===== src/rtl/dram_mux_pkg.sv =====
// Shared types for the DRAM address multiplexer.
// Assumes: the sequencer states and the strap-derived memory fit are the only
// values shared between modules.
package dram_mux_pkg;

    // Access sequencer states, one per enabled step.
    typedef enum logic [2:0] {
        ST_IDLE,
        ST_ROW,
        ST_COL,
        ST_CAS,
        ST_ACK,
        ST_ERR
    } seq_state_t;

    // Installed memory fit, decoded from the three straps.
    typedef enum logic [2:0] {
        FIT_SMALL_ONE,
        FIT_SMALL_TWO,
        FIT_BIG_ONE,
        FIT_BIG_TWO,
        FIT_MIXED
    } mem_fit_t;

endpackage


===== src/rtl/dram_cap_decode.sv =====
// Capacity and row-select decode.
// Works out the installed fit from the straps. From the upper word-address
// bits it then says whether the access is inside the fitted capacity, which
// row it targets, and whether that row is built from large modules.
// Assumes: the straps are static; hi_bits are word bits [WORD_W-1:SMALL_W],
// so bit 0 is the first bit above one small row.
module dram_cap_decode
    import dram_mux_pkg::*;
#(
    parameter int SMALL_HALF = 9,
    parameter int BIG_HALF   = 10
) (
    input  logic                                    strap_big,
    input  logic                                    strap_two_rows,
    input  logic                                    strap_mixed,
    input  logic [2*BIG_HALF-2*SMALL_HALF:0]        hi_bits,
    output logic                                    in_range,
    output logic                                    row_sel,
    output logic                                    row_big
);
    localparam int HI_W = 2*BIG_HALF - 2*SMALL_HALF + 1;

    mem_fit_t fit;

    // Pick the fit; the mixed strap counts only with both other straps set.
    always_comb begin
        if (strap_big && strap_two_rows && strap_mixed) fit = FIT_MIXED;
        else if (strap_big && strap_two_rows)           fit = FIT_BIG_TWO;
        else if (strap_big)                             fit = FIT_BIG_ONE;
        else if (strap_two_rows)                        fit = FIT_SMALL_TWO;
        else                                            fit = FIT_SMALL_ONE;
    end

    // Range check and row select for each fit.
    always_comb begin
        in_range = 1'b0;
        row_sel  = 1'b0;
        unique case (fit)
            FIT_SMALL_ONE: begin
                in_range = (hi_bits == '0);
                row_sel  = 1'b0;
            end
            FIT_SMALL_TWO: begin
                in_range = (hi_bits[HI_W-1:1] == '0);
                row_sel  = hi_bits[0];
            end
            FIT_BIG_ONE: begin
                in_range = !hi_bits[HI_W-1];
                row_sel  = 1'b0;
            end
            FIT_BIG_TWO: begin
                in_range = 1'b1;
                row_sel  = hi_bits[HI_W-1];
            end
            FIT_MIXED: begin
                in_range = !hi_bits[HI_W-1] || (hi_bits[HI_W-2:0] == '0);
                row_sel  = hi_bits[HI_W-1];
            end
            default: begin
                in_range = 1'b0;
                row_sel  = 1'b0;
            end
        endcase
    end

    // Density of the selected row: in the mixed fit row 1 is the small one.
    always_comb begin
        row_big = strap_big && !(fit == FIT_MIXED && row_sel);
    end

endmodule


===== src/rtl/dram_addr_split.sv =====
// Row/column split of a latched word address.
// A large-module row takes BIG_HALF bits per half. A small-module row takes
// SMALL_HALF bits per half, and the unused top lines are held at zero.
// Assumes: BIG_HALF > SMALL_HALF.
module dram_addr_split #(
    parameter int SMALL_HALF = 9,
    parameter int BIG_HALF   = 10
) (
    input  logic [2*BIG_HALF-1:0] word,
    input  logic                  row_big,
    output logic [BIG_HALF-1:0]   row_addr,
    output logic [BIG_HALF-1:0]   col_addr
);
    localparam int PAD_W = BIG_HALF - SMALL_HALF;

    // Choose the split that matches the selected row's density.
    always_comb begin
        if (row_big) begin
            row_addr = word[2*BIG_HALF-1:BIG_HALF];
            col_addr = word[BIG_HALF-1:0];
        end else begin
            row_addr = {{PAD_W{1'b0}}, word[2*SMALL_HALF-1:SMALL_HALF]};
            col_addr = {{PAD_W{1'b0}}, word[SMALL_HALF-1:0]};
        end
    end

endmodule


===== src/rtl/dram_access_seq.sv =====
// Access sequencer.
// Steps once per enabled clock. A valid access goes row, column, CAS and then
// acknowledge. An out-of-range access goes to a bus-error hold. Every busy
// state drops back to idle once the address strobe is seen high.
// Assumes: hit and ok are stable while as_n is low.
module dram_access_seq
    import dram_mux_pkg::*;
(
    input  logic       clk,
    input  logic       rst_n,
    input  logic       clk_en,
    input  logic       as_n,
    input  logic       uds_n,
    input  logic       lds_n,
    input  logic       hit,
    input  logic       ok,
    input  logic       row_q,
    output logic       load,
    output logic       col_phase,
    output logic [1:0] ras_n,
    output logic       ucas_n,
    output logic       lcas_n,
    output logic       dtack_n,
    output logic       berr_n
);
    seq_state_t state, state_nx;

    // Capture pulse for the address latch at the start of a valid access.
    always_comb begin
        load = clk_en && (state == ST_IDLE) && !as_n && hit && ok;
    end

    // Next-state rule.
    always_comb begin
        state_nx = state;
        if (as_n) begin
            state_nx = ST_IDLE;
        end else begin
            unique case (state)
                ST_IDLE: if (hit) state_nx = ok ? ST_ROW : ST_ERR;
                ST_ROW:  state_nx = ST_COL;
                ST_COL:  state_nx = ST_CAS;
                ST_CAS:  state_nx = ST_ACK;
                ST_ACK:  state_nx = ST_ACK;
                ST_ERR:  state_nx = ST_ERR;
                default: state_nx = ST_IDLE;
            endcase
        end
    end

    // State register, stepped only on enabled clocks.
    always_ff @(posedge clk) begin
        if (!rst_n)      state <= ST_IDLE;
        else if (clk_en) state <= state_nx;
    end

    // Strobe decode from the current state.
    always_comb begin
        logic ras_on, cas_on;
        ras_on    = (state == ST_ROW) || (state == ST_COL) ||
                    (state == ST_CAS) || (state == ST_ACK);
        cas_on    = (state == ST_CAS) || (state == ST_ACK);
        col_phase = (state == ST_COL) || cas_on;
        ras_n     = 2'b11;
        if (ras_on) ras_n[row_q] = 1'b0;
        ucas_n    = !(cas_on && !uds_n);
        lcas_n    = !(cas_on && !lds_n);
        dtack_n   = (state != ST_ACK);
        berr_n    = (state != ST_ERR);
    end

endmodule


===== src/rtl/dram_addr_mux.sv =====
// DRAM address multiplexer top.
// Decodes the RAM window and the capacity, latches the word address at the
// start of each access and puts the row or column half on the DRAM address.
// Assumes: the straps are static while an access is in progress; two rows.
module dram_addr_mux
    import dram_mux_pkg::*;
#(
    parameter int ADDR_W     = 24,
    parameter int SMALL_HALF = 9,
    parameter int BIG_HALF   = 10
) (
    input  logic                clk,
    input  logic                rst_n,
    input  logic                clk_en,
    input  logic                strap_big,
    input  logic                strap_two_rows,
    input  logic                strap_mixed,
    input  logic [ADDR_W-1:1]   cpu_addr,
    input  logic                as_n,
    input  logic                uds_n,
    input  logic                lds_n,
    output logic [BIG_HALF-1:0] dram_addr,
    output logic [1:0]          ras_n,
    output logic                ucas_n,
    output logic                lcas_n,
    output logic                dtack_n,
    output logic                berr_n
);
    localparam int BIG_W   = 2*BIG_HALF;
    localparam int SMALL_W = 2*SMALL_HALF;
    localparam int WORD_W  = BIG_W + 1;

    logic [WORD_W-1:0]     word;
    logic                  hit, ok, row_sel, row_big;
    logic                  load, col_phase;
    logic [BIG_W-1:0]      word_q;
    logic                  row_q, big_q;
    logic [BIG_HALF-1:0]   row_addr, col_addr;

    // Word address and RAM window hit.
    always_comb begin
        word = cpu_addr[WORD_W:1];
        hit  = (cpu_addr[ADDR_W-1:WORD_W+1] == '0);
    end

    dram_cap_decode #(
        .SMALL_HALF (SMALL_HALF),
        .BIG_HALF   (BIG_HALF)
    ) u_cap (
        .strap_big      (strap_big),
        .strap_two_rows (strap_two_rows),
        .strap_mixed    (strap_mixed),
        .hi_bits        (word[WORD_W-1:SMALL_W]),
        .in_range       (ok),
        .row_sel        (row_sel),
        .row_big        (row_big)
    );

    // Latch the address, row and density for the whole access.
    always_ff @(posedge clk) begin
        if (!rst_n) begin
            word_q <= '0;
            row_q  <= 1'b0;
            big_q  <= 1'b0;
        end else if (load) begin
            word_q <= word[BIG_W-1:0];
            row_q  <= row_sel;
            big_q  <= row_big;
        end
    end

    dram_addr_split #(
        .SMALL_HALF (SMALL_HALF),
        .BIG_HALF   (BIG_HALF)
    ) u_split (
        .word     (word_q),
        .row_big  (big_q),
        .row_addr (row_addr),
        .col_addr (col_addr)
    );

    dram_access_seq u_seq (
        .clk       (clk),
        .rst_n     (rst_n),
        .clk_en    (clk_en),
        .as_n      (as_n),
        .uds_n     (uds_n),
        .lds_n     (lds_n),
        .hit       (hit),
        .ok        (ok),
        .row_q     (row_q),
        .load      (load),
        .col_phase (col_phase),
        .ras_n     (ras_n),
        .ucas_n    (ucas_n),
        .lcas_n    (lcas_n),
        .dtack_n   (dtack_n),
        .berr_n    (berr_n)
    );

    // Address phase mux.
    always_comb begin
        dram_addr = col_phase ? col_addr : row_addr;
    end

endmodule


===== config.mk =====
export PLATFORM = sky130hd
export DESIGN_NAME = dram_addr_mux
export DESIGN_NICKNAME = d
export VERILOG_FILES = /design/src/rtl/dram_mux_pkg.sv /design/src/rtl/dram_cap_decode.sv /design/src/rtl/dram_addr_split.sv /design/src/rtl/dram_access_seq.sv /design/src/rtl/dram_addr_mux.sv
export SDC_FILE = /design/constraint.sdc
export NUM_CORES = 1
export LEC_CHECK = 0
export BUFFER_PORTS_ARGS = -buffer_cell sky130_fd_sc_hd__buf_2
export CAP_MARGIN = 10
export CELL_PAD_IN_SITES_DETAIL_PLACEMENT = 1
export CELL_PAD_IN_SITES_GLOBAL_PLACEMENT = 1
export CORE_MARGIN = 2
export CORE_UTILIZATION = 37
export CTS_BUF_LIST = sky130_fd_sc_hd__clkbuf_8
export CTS_CLUSTER_SIZE = 25
export DETAILED_ROUTE_END_ITERATION = 12
export HOLD_SLACK_MARGIN = 0.08
export PLACE_DENSITY = 0.8
export SLEW_MARGIN = 20
export SYNTH_ARGS = -nofsm -noshare
export SYNTH_HDL_FRONTEND = slang
export SYNTH_SLANG_ARGS = --single-unit

===== constraint.sdc =====
create_clock -name clk -period 1.7 [get_ports clk]
set_clock_uncertainty 0.05 [all_clocks]
set_input_delay 0.34 -clock clk [delete_from_list [all_inputs] [get_ports clk]]
set_output_delay 0.34 -clock clk [all_outputs]
set_load 0.02 [all_outputs]

==> results of run 1 <==
## stage by stage
| step | util | setup WS [ns] |
|---|---|---|
| 4_1_cts | 0.566 | -0.405 |
| 2_1_floorplan | - | -0.0777 |
| 3_5_place_dp | 0.506 | -0.472 |
| 3_3_place_gp | 0.506 | -0.404 |
| 5_1_grt | 0.633 | -0.528 |
| 6_report | 0.633 | -0.454 |
## cell usage after synthesis
master	instances	area (um^2)
a21oi_4	1	16.3
inv_1	4	15.0
a31o_1	1	8.76
nor2_1	15	56.3
a21oi_2	1	8.76
nand3_1	3	15.0
o21ai_1	1	5.00
dfxtp_1	25	500
o211ai_1	1	7.51
nand3b_1	1	7.51
nand2_1	46	173
xnor2_1	1	8.76
a21boi_4	1	18.8
nand2b_1	4	25.0
and2b_1	1	7.51
nand4_2	1	12.5
nand4b_1	1	8.76
or2_1	1	6.26
o21a_1	1	7.51
and3_1	1	6.26
or3b_4	1	11.3
a31oi_1	1	6.26
a21oi_1	9	45.0
a32oi_1	1	8.76
o32ai_1	1	8.76
buf_8	1	15.0
clkbuf_1	6	22.5
nand4_1	1	6.26
mux2i_1	31	310
or3_1	1	6.26
o31ai_1	1	7.51
mux2_2	1	11.3
nor2b_1	2	12.5
buf_6	3	33.8
o21ai_0	1	5.00
## power by group through the flow
stage	Combinational (W)	Sequential [W]	Clock (W)
finish	0.000256	0.000601	0.000384
global route	0.000271	0.000602	0.000427
CTS	0.000215	0.000599	0.000393
detailed placement	0.000190	0.000613	0
global placement	0.000181	0.000612	0
floorplan	0.000113	0.000612	0
## area by class of cell
class                   instances  area, um^2
fillers                       417        1350
well taps                      48        60.1
flip-flops and latches         25         504
repair buffers                 75         673
inverters                       4        15.0
clock buffers                   3        41.3
multi-input cells             133        1030
clock inverters                 1        7.51
## path summary, 6_finish.rpt
| path | depth (start not counted) | slack (ns) | to |
|---|---|---|---|
| worst max-delay path | 6 | -0.45 | dram_addr[9] |
| worst min-delay path | 3 | 0.25 | word_q[0]$_SDFFE_PN0P_ |
| worst max register to register | 8 | -0.15 | big_q$_SDFFE_PN0P_ |
| worst min register to register | 2 | 0.44 | word_q[0]$_SDFFE_PN0P_ |
## cell families after synthesis
| group | count (synthesis) |
|---|---|
| mux | 32 |
| simple gates | 79 |
| buf+inv | 14 |
| flops | 25 |
| compound gates | 21 |
| xor+xnor | 1 |
## worst min-delay path: stages
cell	delay, ns
buf_2	0.09
nand2_1	0.05
mux2i_1	0.06
## per-layer routing
layer / part of all wire / GRT usage / wire, um
met2: 0.52 / 0.399 / 2970
met1: 0.42 / 0.245 / 2440
met3: 0.029 / 0.0324 / 164
met4: 0.028 / 0.0612 / 161
met5: 0 / 0 / 0
## registers in the layout, indices dropped and copies added (netlist names)
register,count
u_seq.state,3
big_q,1
word_q,20
row_q,1
## cell usage in the layout, fill, tap and decap left out, types with 2 or more instances in the layout
cell | Yosys | final
a21oi_4 | 1 | 10
buf_12 | 0 | 5
buf_2 | 0 | 32
buf_4 | 0 | 15
buf_6 | 3 | 20
clkbuf_16 | 0 | 3
clkbuf_8 | 0 | 3
dfxtp_1 | 25 | 22
dfxtp_2 | 0 | 3
inv_1 | 4 | 3
mux2i_1 | 31 | 29
mux2i_2 | 0 | 2
nand2_1 | 46 | 44
nand2_2 | 0 | 2
nand2b_1 | 4 | 4
nand3_1 | 3 | 3
nor2_1 | 15 | 6
nor2_2 | 0 | 5
nor2_4 | 0 | 4
## timing repair
action	in CTS	in global routing
cloned	0	4
setup endpoints to repair	16	38
resized for setup	28	30
pin swaps	3	11
buffers inserted	9	7
==> metrics.txt, run 1 <==
outcome=finished with violations; failing checks=negative setup slack; synthesized area per cell=about 8.3 um^2; post-synthesis mux area share=0.226; sw frac=0.288; largest family of logic cells by synthesized area=simple AND/OR/NAND/NOR gates; synth warn=0; slowest CP cell=or3b_4; Final Power=around 0.0012 W; CTS buffer count=3; crit path from=u_seq.state[2]$_SDFFE_PN0P_; die area=approximately 4400 um^2; Final #Nets=approximately 270; synthesized instance count=172; Layout area overhead=63.8%; area post-placement=between 1500 and 2000 um^2; Worst Hold Launch=cpu_addr[1]; vias in the first global route=1546; fmax=roughly 0.46 GHz; Core ar.=around 3700 um^2; crit path buf inv count=2; DRT Pass-1 Iters=4; WS Path Type=flip-flop to output pin; worst hold slack=approximately 0.25 ns; RSZ-0062 raised after global routing=yes; first-pass GRT wire length=around 7100 um; setup TNS=-7.36 ns; Worst-path clk slew=0.10 ns; CP Cell Sequence=or3b_4 > a21boi_4 > buf_12 > mux2i_2 > nor2b_2 > buf_6; Skew-Pair Late Insertion Delay=about 0.28 ns; worst vdd ir=0.448 mV; largest net degree at the start of global routing=39; I/O Pins=48; final worst slack=-0.454 ns; Least-Margin Pin Slew=roughly 0.48 ns; Rows=22; Compound-Gate Fraction of Synth Area=0.108; Root Buffer=clkbuf_8; Vert. Die Dim=between 60 and 70 um; die width=approximately 66 um; Worst Setup Start Kind=flip-flop; Setup Viol. Count Final=38; Seq/Total Area, Yosys=0.351; H-tree levels=1; PD cells=between 500 and 600 nW/um^2; DRC viols=0; # diodes=0; clock buffer depth=2; Period minus WS final=between 2 and 2.5 ns; Gate power share=0.206; crit path DAT=1.76 ns; total congestion overflow=0; sequential power share=0.484; share of post-route cells with drive strength above 1=0.473; initial antenna violation count=0; critical path's top delay family=simple AND/OR/NAND/NOR gates; WP data required=1.31 ns; Final Hold Fails=0; Int Pwr=about 0.0009 W; flops & latches, synth=25; Synth Cell Area=1430 um^2; initial core utilization=0.386; Hold-fix buffers, CTS=0; clock group share of total power=0.310; # port buffers=47; CTS tree=yes; vias=around 1500; Post-Synth XOR/XNOR Area=0.00615; drt wl/cell=around 20 um; Detailed Route Iter0 Violations=39; crit-path max FO=8; Detailed Place HPWL=slightly below 3000 um; Non-Filler Instances=between 200 and 300; total track usage=0.212; Leak Pwr=0.926 nW; Placed Cells incl. Taps=between 200 and 300; Final Instance Area=roughly 2300 um^2; r2r startpoint=u_seq.state[2]$_SDFFE_PN0P_; Synth Area in Adders=0; slew margin rel.=0.681; final wirelength=approximately 5700 um; CTS sink count=25; period utilization=1.27; count of different cell masters after synthesis=35; CP endpoint kind=output pin; Antenna Violating Nets Remaining=0; max-slew violation count=0; post-synthesis simple-gate area fraction=0.248; Min-Delay Path Class=primary input to flip-flop; Largest stage delay, worst path=between 0.3 and 0.4 ns; Psw=roughly 0.00036 W; post-DR vias/cell=roughly 5.3; Synth Net Count=204; Routability Congestion=0.701; max capacitance violation total=0
(Power assumes the default switching activity.)
==> run 2, diff against run 1 <==
--- a/config.mk
+++ b/config.mk
@@ -15,6 +15,7 @@
 export CTS_CLUSTER_SIZE = 25
 export DETAILED_ROUTE_END_ITERATION = 12
 export HOLD_SLACK_MARGIN = 0.08
+export MAX_ROUTING_LAYER = met4
 export PLACE_DENSITY = 0.8
 export SLEW_MARGIN = 20
 export SYNTH_ARGS = -nofsm -noshare
==> metrics.txt, run 2 (synthesis results as in run 1) <==
Core ar.=3690 um^2; area post-placement=1870 um^2; WP data required=~1.3 ns; Skew-Pair Late Insertion Delay=approximately 0.28 ns; Layout area overhead=59.4%; crit path DAT=roughly 1.8 ns; clock buffer depth=2; max capacitance violation total=0; worst vdd ir=about 0.38 mV; most frequent cells in the layout=45 x nand2_1, 32 x buf_2, 29 x mux2i_1; slowest CP cell=or3b_4; die width=66.1 um; Final Instance Area=2270 um^2; I/O Pins=48; DRC viols=0; clock group share of total power=0.317; Detailed Route Iter0 Violations=87; Int Pwr=~0.00088 W; H-tree levels=1; Psw=0.000357 W; Worst-path clk slew=approximately 0.10 ns; CP endpoint kind=output pin; DRT Pass-1 Iters=4; crit-path max FO=8; top flop regs=word_q: 20 flops, u_seq.state: 3 flops; largest net degree at the start of global routing=39; die area=4360 um^2; flop-to-flop setup slack=-0.01 ns; final wirelength=approximately 5300 um; max-slew violation count=0; Setup Viol. Count Final=18; first-pass GRT wire length=roughly 7100 um; RSZ-0062 raised after global routing=yes; Detailed Place HPWL=2960 um; vias=around 1500; r2r startpoint=u_seq.state[2]$_SDFFE_PN0P_; Root Buffer=clkbuf_8; initial antenna violation count=0; Place WS=-0.472 ns; Largest stage delay, worst path=approximately 0.39 ns; sequential power share=0.486; failing checks=negative setup slack; critical path's top delay family=simple AND/OR/NAND/NOR gates; Leak Pwr=between 0.9 and 1 nW; # diodes=0; CTS tree=yes; layout filler cell count=435; number of flip-flops in the largest register=20; outcome=finished with violations; Placed Cells incl. Taps=about 270; FF-to-FF path depth=7; post-DR vias/cell=5.22; slew margin rel.=0.744; final worst slack=-0.449 ns; Final Hold Fails=0; Final #Nets=270; initial core utilization=0.386; vias in the first global route=between 1500 and 2000; Period minus WS final=about 2.1 ns; share of post-route cells with drive strength above 1=0.456; total track usage=0.217; drt wl/cell=about 18 um; Rows=22; CTS sink count=25; period utilization=1.26; Min-Delay Path Class=primary input to flip-flop; Non-Filler Instances=285; fmax=around 0.47 GHz; total congestion overflow=0; hold endpoint=word_q[5]$_SDFFE_PN0P_; crit path buf inv count=2; CTS buffer count=3; # port buffers=47; hold path cells=3; Least-Margin Pin Slew=about 0.38 ns; WS Path Type=flip-flop to output pin; commonest non-fill, non-tap cell in the layout=nand2_1; CP Cell Sequence=or3b_4 > a21boi_4 > buf_12 > nor2_1 > a21oi_4 > buf_2; Worst Setup Start Kind=flip-flop; PD cells=544 nW/um^2; Antenna Violating Nets Remaining=0; Most flops, register=word_q; Gate power share=0.197; Vert. Die Dim=~66 um; Routability Congestion=about 0.71; Worst Hold Launch=cpu_addr[6]; sw frac=0.289; Worst R2R End=word_q[18]$_SDFFE_PN0P_
run 2: area by class of cell:
cell class                      count  area, um^2  share of cell area
Multi-Input combinational cell    133        1010               0.446
Tap cell                           48        60.1              0.0264
Sequential cell                    25         504               0.222
Timing Repair Buffer               71         631               0.278
Clock buffer                        3        41.3              0.0182
Inverter                            4        15.0             0.00661
Clock inverter                      1        7.51             0.00331
run 2: layer usage:
layer | GRT usage | part of all wire | wire, um
met4 | 0.0612 | 0.026 | 135
met1 | 0.245 | 0.40 | 2090
met3 | 0.0307 | 0.033 | 176
met2 | 0.399 | 0.54 | 2870
met5 | - | 0 | 0
run 2: worst max path at each step:
stage	end	cells past startpoint	start	slack, ns
floorplan	dram_addr[9]	5	u_seq.state[1]$_SDFFE_PN0P_	-0.08
global placement	dram_addr[9]	5	u_seq.state[2]$_SDFFE_PN0P_	-0.40
detailed placement	dram_addr[9]	5	u_seq.state[1]$_SDFFE_PN0P_	-0.47
CTS	dram_addr[5]	6	u_seq.state[0]$_SDFFE_PN0P_	-0.40
global route	dram_addr[3]	6	u_seq.state[0]$_SDFFE_PN0P_	-0.50
finish	dram_addr[3]	6	u_seq.state[0]$_SDFFE_PN0P_	-0.45
run 2: worst min-delay path, delay by kind of cell:
family	cells	cell delay [ns]
simple gates	1	0.05
mux	1	0.06
buf+inv	1	0.09
run 2: per-stage QoR:
step	utilization	total power (W)	setup TNS (ns)	hold slack [ns]
finish	0.616	0.00124	-4.86	0.247
global route	0.616	0.00129	-5.98	0.255
CTS	0.566	0.00121	-4.26	0.246
detailed placement	0.506	0.000803	-4.45	0.409
global placement	0.506	0.000794	-3.79	0.397
floorplan	-	0.000725	-0.754	0.384
run 2: power by group through the flow:
| stage | sequential (W) | clock, W | combinational (W) |
|---|---|---|---|
| 5_1_grt | 0.000601 | 0.000424 | 0.000262 |
| 2_1_floorplan | 0.000612 | 0 | 0.000113 |
| 3_3_place_gp | 0.000612 | 0 | 0.000181 |
| 6_report | 0.000600 | 0.000391 | 0.000244 |
| 4_1_cts | 0.000599 | 0.000393 | 0.000215 |
| 3_5_place_dp | 0.000613 | 0 | 0.000190 |
run 2: repair_timing:
item	CTS	global route
hold buffers	0	0
gates resized for setup	28	27
pin swaps	3	9
gates cloned	0	4
setup endpoints to repair	16	38
setup buffers	9	3
